### config.mk
export PLATFORM = sky130hd
export DESIGN_NAME = strided_dma
export DESIGN_NICKNAME = d
export VERILOG_FILES = /design/src/rtl/strided_dma_pkg.sv /design/src/rtl/strided_dma_decode.sv /design/src/rtl/strided_dma_range.sv /design/src/rtl/strided_dma_step.sv /design/src/rtl/strided_dma.sv
export SDC_FILE = /design/constraint.sdc
export NUM_CORES = 1
export LEC_CHECK = 0
export ABC_AREA = 1
export BUFFER_PORTS_ARGS = -buffer_cell sky130_fd_sc_hd__buf_4
export CAP_MARGIN = 40
export CORE_UTILIZATION = 54
export DETAILED_ROUTE_END_ITERATION = 7
export PLACE_DENSITY = 0.88
export SYNTH_ARGS = -nofsm -noshare
export SYNTH_HDL_FRONTEND = slang
export SYNTH_SLANG_ARGS = --single-unit
### constraint.sdc
create_clock -name clk -period 4.1 [get_ports clk]
set_input_delay 0.41 -clock clk [delete_from_list [all_inputs] [get_ports clk]]
set_output_delay 0.41 -clock clk [all_outputs]
set_load 0.03 [all_outputs]
### src/rtl/strided_dma_pkg.sv
package strided_dma_pkg;
    localparam int DATA_W     = 32;
    localparam int DRAM_AW    = 24;
    localparam int LOC_AW     = 13;
    localparam int OFF_W      = LOC_AW - 1;   // byte offset inside a bank
    localparam int LWA_W      = LOC_AW - 2;   // local word address
    localparam int ROWW_W     = OFF_W - 1;    // words per row, up to 1024
    localparam int CNT_W      = 8;            // row count minus one
    localparam int SKIP_W     = DATA_W - OFF_W - CNT_W;
    localparam int ALIGN      = 3;
    localparam int WORD_BYTES = DATA_W / 8;
    localparam logic [OFF_W-1:0] LEN_READBACK = OFF_W'(12'hFF8);

    typedef enum logic {
        DIR_D2L = 1'b0,
        DIR_L2D = 1'b1
    } dir_e;

    typedef struct packed {
        dir_e                dir;
        logic                bank;
        logic [OFF_W-1:0]    off;
        logic [DRAM_AW-1:0]  dram;
        logic [ROWW_W-1:0]   row_words;
        logic [CNT_W-1:0]    rows_m1;
        logic [SKIP_W-1:0]   skip;
    } job_t;

    typedef struct packed {
        logic [OFF_W-1:0]    off;
        logic [DRAM_AW-1:0]  dram;
        logic [ROWW_W-1:0]   words_left;
        logic [CNT_W-1:0]    rows_left;
        logic                last;
    } step_t;

    typedef struct packed {
        logic                busy;
        dir_e                dir;
        logic                bank;
        logic [OFF_W-1:0]    off;
        logic [DRAM_AW-1:0]  dram;
        logic [ROWW_W-1:0]   words_left;
        logic [CNT_W-1:0]    rows_left;
        logic [ROWW_W-1:0]   row_words;
        logic [SKIP_W-1:0]   skip;
        logic                done;
        logic [LOC_AW-1:0]   res_loc;
        logic [DRAM_AW-1:0]  res_dram;
        logic [OFF_W-1:0]    res_len;
    } eng_t;
endpackage

### src/rtl/strided_dma_decode.sv
module strided_dma_decode
    import strided_dma_pkg::*;
(
    input  logic               dir_i,
    input  logic [LOC_AW-1:0]  loc_i,
    input  logic [DRAM_AW-1:0] dram_i,
    input  logic [DATA_W-1:0]  len_i,
    output job_t               job_o
);
    localparam logic [OFF_W-1:0] RND_MASK = OFF_W'((1 << ALIGN) - 1);

    logic [OFF_W:0] row_bytes;
    logic           unused_bits;

    always_comb begin
        row_bytes         = {1'b0, len_i[OFF_W-1:0] | RND_MASK} + (OFF_W + 1)'(1);
        job_o.dir         = dir_e'(dir_i);
        job_o.bank        = loc_i[LOC_AW-1];
        job_o.off         = {loc_i[OFF_W-1:ALIGN], ALIGN'(0)};
        job_o.dram        = {dram_i[DRAM_AW-1:ALIGN], ALIGN'(0)};
        job_o.row_words   = row_bytes[OFF_W:2];
        job_o.rows_m1     = len_i[OFF_W +: CNT_W];
        job_o.skip        = {len_i[DATA_W-1:DATA_W-SKIP_W+ALIGN], ALIGN'(0)};
    end

    assign unused_bits = ^{loc_i[ALIGN-1:0], dram_i[ALIGN-1:0],
                           len_i[DATA_W-SKIP_W+ALIGN-1:DATA_W-SKIP_W]};
endmodule

### src/rtl/strided_dma_range.sv
module strided_dma_range
    import strided_dma_pkg::*;
#(
    parameter int unsigned DRAM_LIMIT = 32'h0080_0000
) (
    input  logic [DRAM_AW-1:0] addr_i,
    output logic               in_range_o
);
    localparam logic [DRAM_AW:0] LIMIT_X = (DRAM_AW + 1)'(DRAM_LIMIT);

    assign in_range_o = ({1'b0, addr_i} < LIMIT_X);
endmodule

### src/rtl/strided_dma_step.sv
module strided_dma_step
    import strided_dma_pkg::*;
(
    input  logic [OFF_W-1:0]   off_i,
    input  logic [DRAM_AW-1:0] dram_i,
    input  logic [ROWW_W-1:0]  words_left_i,
    input  logic [CNT_W-1:0]   rows_left_i,
    input  logic [ROWW_W-1:0]  row_words_i,
    input  logic [SKIP_W-1:0]  skip_i,
    output step_t              nxt_o
);
    logic               row_end;
    logic [DRAM_AW-1:0] dram_inc;

    always_comb begin
        row_end    = (words_left_i == ROWW_W'(1));
        dram_inc   = dram_i + DRAM_AW'(WORD_BYTES);
        nxt_o.off  = off_i + OFF_W'(WORD_BYTES);
        nxt_o.last = row_end && (rows_left_i == '0);
        if (row_end) begin
            nxt_o.dram       = dram_inc + DRAM_AW'(skip_i);
            nxt_o.words_left = row_words_i;
            nxt_o.rows_left  = rows_left_i - CNT_W'(1);
        end else begin
            nxt_o.dram       = dram_inc;
            nxt_o.words_left = words_left_i - ROWW_W'(1);
            nxt_o.rows_left  = rows_left_i;
        end
    end
endmodule

### src/rtl/strided_dma.sv
module strided_dma
    import strided_dma_pkg::*;
#(
    parameter int unsigned DRAM_LIMIT = 32'h0080_0000
) (
    input  logic               clk,
    input  logic               rst_n,
    input  logic               start,
    input  logic               dir,
    input  logic [12:0]        loc_addr_in,
    input  logic [23:0]        dram_addr_in,
    input  logic [31:0]        len_word,
    output logic               busy,
    output logic               done,
    output logic [12:0]        res_loc_addr,
    output logic [23:0]        res_dram_addr,
    output logic [11:0]        res_len,
    output logic [10:0]        lmem_addr,
    output logic               lmem_we,
    output logic [31:0]        lmem_wdata,
    input  logic [31:0]        lmem_rdata,
    output logic               dram_req,
    output logic               dram_we,
    output logic [23:0]        dram_addr,
    output logic [31:0]        dram_wdata,
    input  logic [31:0]        dram_rdata,
    input  logic               dram_ready
);
    eng_t  st_d, st_q;
    job_t  job;
    step_t nxt;
    logic  in_range;
    logic  adv;

    strided_dma_decode u_decode (
        .dir_i  (dir),
        .loc_i  (loc_addr_in),
        .dram_i (dram_addr_in),
        .len_i  (len_word),
        .job_o  (job)
    );

    strided_dma_range #(.DRAM_LIMIT(DRAM_LIMIT)) u_range (
        .addr_i     (st_q.dram),
        .in_range_o (in_range)
    );

    strided_dma_step u_step (
        .off_i        (st_q.off),
        .dram_i       (st_q.dram),
        .words_left_i (st_q.words_left),
        .rows_left_i  (st_q.rows_left),
        .row_words_i  (st_q.row_words),
        .skip_i       (st_q.skip),
        .nxt_o        (nxt)
    );

    always_comb begin
        adv  = st_q.busy && (!in_range || dram_ready);
        st_d = st_q;
        st_d.done = 1'b0;
        if (!st_q.busy) begin
            if (start) begin
                st_d.busy       = 1'b1;
                st_d.dir        = job.dir;
                st_d.bank       = job.bank;
                st_d.off        = job.off;
                st_d.dram       = job.dram;
                st_d.row_words  = job.row_words;
                st_d.words_left = job.row_words;
                st_d.rows_left  = job.rows_m1;
                st_d.skip       = job.skip;
            end
        end else if (adv) begin
            st_d.off        = nxt.off;
            st_d.dram       = nxt.dram;
            st_d.words_left = nxt.words_left;
            st_d.rows_left  = nxt.rows_left;
            if (nxt.last) begin
                st_d.busy     = 1'b0;
                st_d.done     = 1'b1;
                st_d.res_loc  = {st_q.bank, nxt.off};
                st_d.res_dram = nxt.dram;
                st_d.res_len  = LEN_READBACK;
            end
        end
    end

    always_ff @(posedge clk) begin
        if (!rst_n) begin
            st_q <= '0;
        end else begin
            st_q <= st_d;
        end
    end

    assign busy          = st_q.busy;
    assign done          = st_q.done;
    assign res_loc_addr  = st_q.res_loc;
    assign res_dram_addr = st_q.res_dram;
    assign res_len       = st_q.res_len;

    assign lmem_addr  = {st_q.bank, st_q.off[OFF_W-1:2]};
    assign lmem_we    = adv && (st_q.dir == DIR_D2L);
    assign lmem_wdata = in_range ? dram_rdata : '0;

    assign dram_req   = st_q.busy && in_range;
    assign dram_we    = dram_req && (st_q.dir == DIR_L2D);
    assign dram_addr  = st_q.dram;
    assign dram_wdata = lmem_rdata;
endmodule

; ---- Yosys cells after proc, flatten, opt, wreduce, memory -nomap -nowiden
; Cells that the tools add are included.
[classes]
addsub = 6
multipliers = 0
div_mod_pow = 0
n_lt_le_gt_ge = 1
n_eq_ne = 3
shift = 0
muxes = 9
n_bitwise = 2
reduce_logical = 14
[ops]
columns = op, count
row1 = $mux 55, 2
row2 = $mux 81, 1
row3 = $mux 50, 1
row4 = $mux 43, 1
row5 = $mux 32, 1
row6 = $add 24x12->24, 1
row7 = $add 24x3->24 const B, 1
row8 = $lt 24x24->1 const B, 1
row9 = $add 12x1->13 const B, 1
row10 = $add 12x3->12 const B, 1
row11 = $eq 11x1->1 const B, 1
row12 = $sub 11x1->11 const B, 1
row13 = $reduce_and 3->1, 3
row14 = $logic_not 8->1, 1
row15 = $sub 8x1->8 const B, 1
row16 = $logic_and 1x1->1, 5
row17 = $ne 2x1->1 const B, 2
row18 = $reduce_and 2->1, 2
row19 = $mux 1, 3
row20 = $not 1->1, 2
row21 = $reduce_bool 2->1, 1
row22 = $logic_not 1->1, 1
row23 = $logic_or 1x1->1, 1
[totals]
ff_bits = 117
latchBits = 0
ramBits = 0
romBits = 0
in_bits = 138
output_inout_bits = 153
word_cells = 48
mem_count = 0

; ---- Logic depth before layout (Yosys ltp)
[logic_depth]
word_depth = 6
mapped_depth = 20
mapped_depth_nobuf = 20

; ---- Hierarchy
; From an unflattened synthesis, not the netlist that was laid out.
[hier_totals]
cells_unflattened = 1547
area_unflattened_um2 = 9524.1
[modules_own_cells]
columns = module, n_inst, cells_each, area_per_inst_um2, seq_area_each_um2
row1 = strided_dma, 1, 993, 6454.9, 2402.3
row2 = strided_dma_step, 1, 454, 2427.3, 0.0
row3 = strided_dma_decode, 1, 99, 638.1, 0.0
row4 = strided_dma_range, 1, 1, 3.8, 0.0

; ---- Worst setup path before layout
; Ideal clock, no wire load.
[synth_path]
path_kind = register to register
startpoint = register st_q, in the netlist dram_addr[2]
endpoint = register st_q, in the netlist dram_addr[17]
setup_time_ns = 0.068
arrival_ns = 2.459
t_required_ns = 4.032
slack_ns = 1.574
path_stages_with_launch = 19
n_path_buf = 0
period_less_slack_ns = 2.526
path_cell_list = dfxtp_1 -> ha_1 -> inv_1 -> nor2_4 -> nand2_2 -> xor2_1 -> inv_1 -> ha_1 -> inv_1 -> o21ai_0 -> nor2_1 -> nand2_1 -> nand2_1 -> nand2_1 -> nand3_2 -> nor2_4 -> xor2_2 -> nand2_1 -> a21oi_2
[synth_via]
elab_chain_len = 6
word_cells_on_any_way = 11
cone_classes = add/sub (2) / order compare (1) / eq/ne (1) / mux (3) / reduce/logical (4)
[synth_rtl]
columns = element, line
row1 = start: declaration, strided_dma.sv:29  ; eng_t st_d, st_q;
row2 = start signal: assignment, strided_dma.sv:93  ; st_q <= st_d;
row3 = branches (longest 6 deep; another with $add 24x3->24), -
; Several ways; the timed one is not identified. The select of a mux whose other input is x is not followed.
; A chain may end at the register's enable or synchronous reset.

; ---- Final worst setup path
[layout_path]
startpoint = register st_q, in the netlist dram_addr[2]
endpoint = register st_q, in the netlist dram_addr[15]
; Same word-level chain as after synthesis.

==> flow_summary.toml <==
[run_status]
outcome = "complete, no violations"

[synthesis]
synth_edf_count = 0
yosysWarnings = 0
synth_cell_types = 48
syn_avg_cell_area_um2 = 6.92
ys_ff_latch = 108
syn-cell-area_mm2 = 0.00730
async_flop_share_pct = 0
synthFlopType = "dfxtp_1"
seq_area_frac_synth_pct = 29.6
syn_inst = 1055

[power]
combinationalPowerShare_pct = 24.3
switchingPower_uw = 914
p_int_uw = 1860
leakage_uw = 0.00394
power_density_mw_per_mm2 = 329
seq_power_share_pct = 42.3
vdd_drop_max_v = 0.000200
swShare_pct = 32.9
clkPwrFrac_pct = 33.5

[global_routing]
grt_overflow = 0
grt_max_degree = 53
grt_pass1_wl_um = 32200
antenna_found_initial = 0
grt_pass1_vias = 6612
grt_usage_pct = 28.6

[sta]
hold_ws_ns = 0.301
fin_crit_sh_pct = 77.3
grt_setup_unrepaired = "false"
final_hold_viol_count = 0
tightest_slew_ns = 0.743
min_period_ns = 3.17
finClkSkew_ns = 0.00979
setup_tns_ns = 0
max_freq_ghz = 0.315
slew_headroom_pct = 50.3
slew_viol_final = 0
setup_viol = 0

[setup_path]
timing.rr.end = "dram_addr[15]"
start_kind = "flip-flop"
endpoint_kind = "flip-flop"
r2r_start = "dram_addr[2]"
worstPathRequired_ns = 4.38
worst-path-max-fanout = 10
r2r_setup_slack_ns = 0.93
arrival_ns = 3.45
r2r_cells = 18
critPathKind = "reg -> reg"

[cts]
numCtsBuffers = 9
clockBufferDepth = 2
cts_tree = "done"
postCtsSetupBuffers = 0
cts_max_level = 3
cts_resized = 0
cts.sinks = 108
cts_hold_buf = 0
clock_latency_ns = 0.36
cts.clk_slew.worst_paths_ns = 0.08
root_buffer = "clkbuf_16"

[job]
drv_cap = 0

[final_layout]
multi_input_area_mm2 = 0.00370
fillers = 1173
final_nets = 1293
regArea_mm2 = 0.00216
drive_gt1_share_pct = 26.1
final_common_cell = "buf_4"
syn_to_final_growth_pct = 15.6
final_cell_mix = "buf_4 (213), nand2_1 (203), nor2_1 (122)"
diodes = 0
fin_area_mm2 = 0.00844

[drt]
wl_um = 20000
avgRoutedWirePerCell_um = 15.2
vias = 7019
drt-initial-drc-count = 507
ant_nets = 0
vias_per_cell = 5.33
drc = 0
drt_pass1_iterations = 5

[floorplan]
die_y_um = 118
io_pins = 291
die_w_um = 118
start_util_pct = 55.3
row_count = 42
die_area_mm2 = 0.0140
core_mm2 = 0.0132

[place]
gp_congestion = 0.919
placed_area_mm2 = 0.00812
numPortBuffers = 205
hpwlAfterDp_um = 14700

[min_path]
hold_path_depth = 3
holdPathEnd = "st_q[129]"
hp-class = "in -> reg"
holdCritStartpoint = "dir"
## final cells by class
| type | instances | area share [%] |
|---|---|---|
| well taps | 176 | 2.61 |
| repair buffers | 213 | 19.0 |
| clock inverters | 6 | 0.964 |
| multi-input cells | 686 | 43.8 |
| clock buffers | 10 | 2.83 |
| inverters | 117 | 5.21 |
| flip-flops and latches | 108 | 25.6 |
## power groups by stage
stage / Combinational [µW] / Clock (µW) / Sequential, µW
finish: 674 / 928 / 1170
detailed placement: 663 / 0 / 1190
CTS: 668 / 935 / 1170
floorplan: 534 / 0 / 1170
global placement: 648 / 0 / 1190
global route: 736 / 983 / 1180
## worst max-delay path: stages (launching register included)
cell and delay, ns:
dfxtp_1 0.62, ha_1 0.26, inv_1 0.08, nor2_4 0.17, nand2_2 0.12, xor2_1 0.15, inv_1 0.08, ha_1 0.31
nand2_1 0.08, nor2_1 0.11, nand3_1 0.09, nand2_1 0.14, nand2_1 0.08, nand2_1 0.10, nand2_1 0.12, nor2_2 0.15
xnor2_1 0.20, nand2_1 0.09, a21oi_1 0.14
## logic make-up after synthesis
logic type                 share of synthesized area, %
AOI/OAI and AO/OA                                  14.4
DFF                                                29.6
xor gates and xnor gates                           4.41
and+or+nand+nor                                    27.8
other                                            0.0514
buffers and inverters                              20.2
adders and majority gates                          3.53
## worst max-delay path by stage
| stage | startpoint | end | slack [ns] | cells past startpoint |
|---|---|---|---|---|
| after CTS | dram_addr[2] | dram_addr[21] | 1.0 | 18 |
| after floorplan | dram_addr[2] | dram_addr[17] | 1.57 | 18 |
| after global routing | dram_addr[2] | dram_addr[15] | 0.59 | 18 |
| after global placement | dram_addr[2] | dram_addr[21] | 1.10 | 18 |
| after detailed placement | dram_addr[2] | dram_addr[21] | 1.02 | 18 |
| final | dram_addr[2] | dram_addr[15] | 0.93 | 18 |
## synth_stat cells, types with 3 or more instances
cell type  number  share of area, %
or2_2           6              0.51
o211ai_1        7              0.72
ha_1           19               3.3
o21ai_0        45               3.1
nand3_2         5              0.69
a31oi_1        21               1.8
xnor2_1        13               1.6
xor2_1         20               2.4
nor3_1          7              0.48
a21oi_1        45               3.1
nor2_1        123               6.3
dfxtp_1       108                30
a221oi_1        3              0.36
a22o_1         20               2.4
nor2_4          9               1.4
nand2_1       203                10
inv_2          10              0.51
nand4_1        12               1.0
buf_4         117                12
nor2_2         12               1.0
nand3_1        50               3.4
clkbuf_1       21               1.1
buf_2          12              0.82
inv_1         106               5.5
a22oi_1        13               1.3
nand2_2        17               1.5
## per-stage QoR
| stage | utilization, % | setup WS, ns | total power [µW] | instances |
|---|---|---|---|---|
| 2_1_floorplan | - | 1.57 | 1710 | 1063 |
| 4_1_cts | 64.0 | 0.995 | 2770 | 1316 |
| 6_report | 64.0 | 0.929 | 2770 | 1316 |
| 3_5_place_dp | 61.5 | 1.02 | 1860 | 1300 |
| 5_1_grt | 64.0 | 0.588 | 2900 | 1316 |
| 3_3_place_gp | 61.5 | 1.10 | 1840 | 1300 |
## per-layer routing
metal	up-vias	global-route usage, %	share of wire (%)
li1	3444	-	-
met1	3231	36.0	42
met2	288	47.2	48
met3	56	5.07	7.3
met4	0	13.5	3.1
met5	-	0	0
## registers in the layout (all words and copies together) (netlist names)
name	flops
st_q	39
res_loc_addr	11
res_dram_addr	22
res_len	1
done	1
busy	1
lmem_addr	11
dram_addr	22
Power figures use the tool's default switching activity.
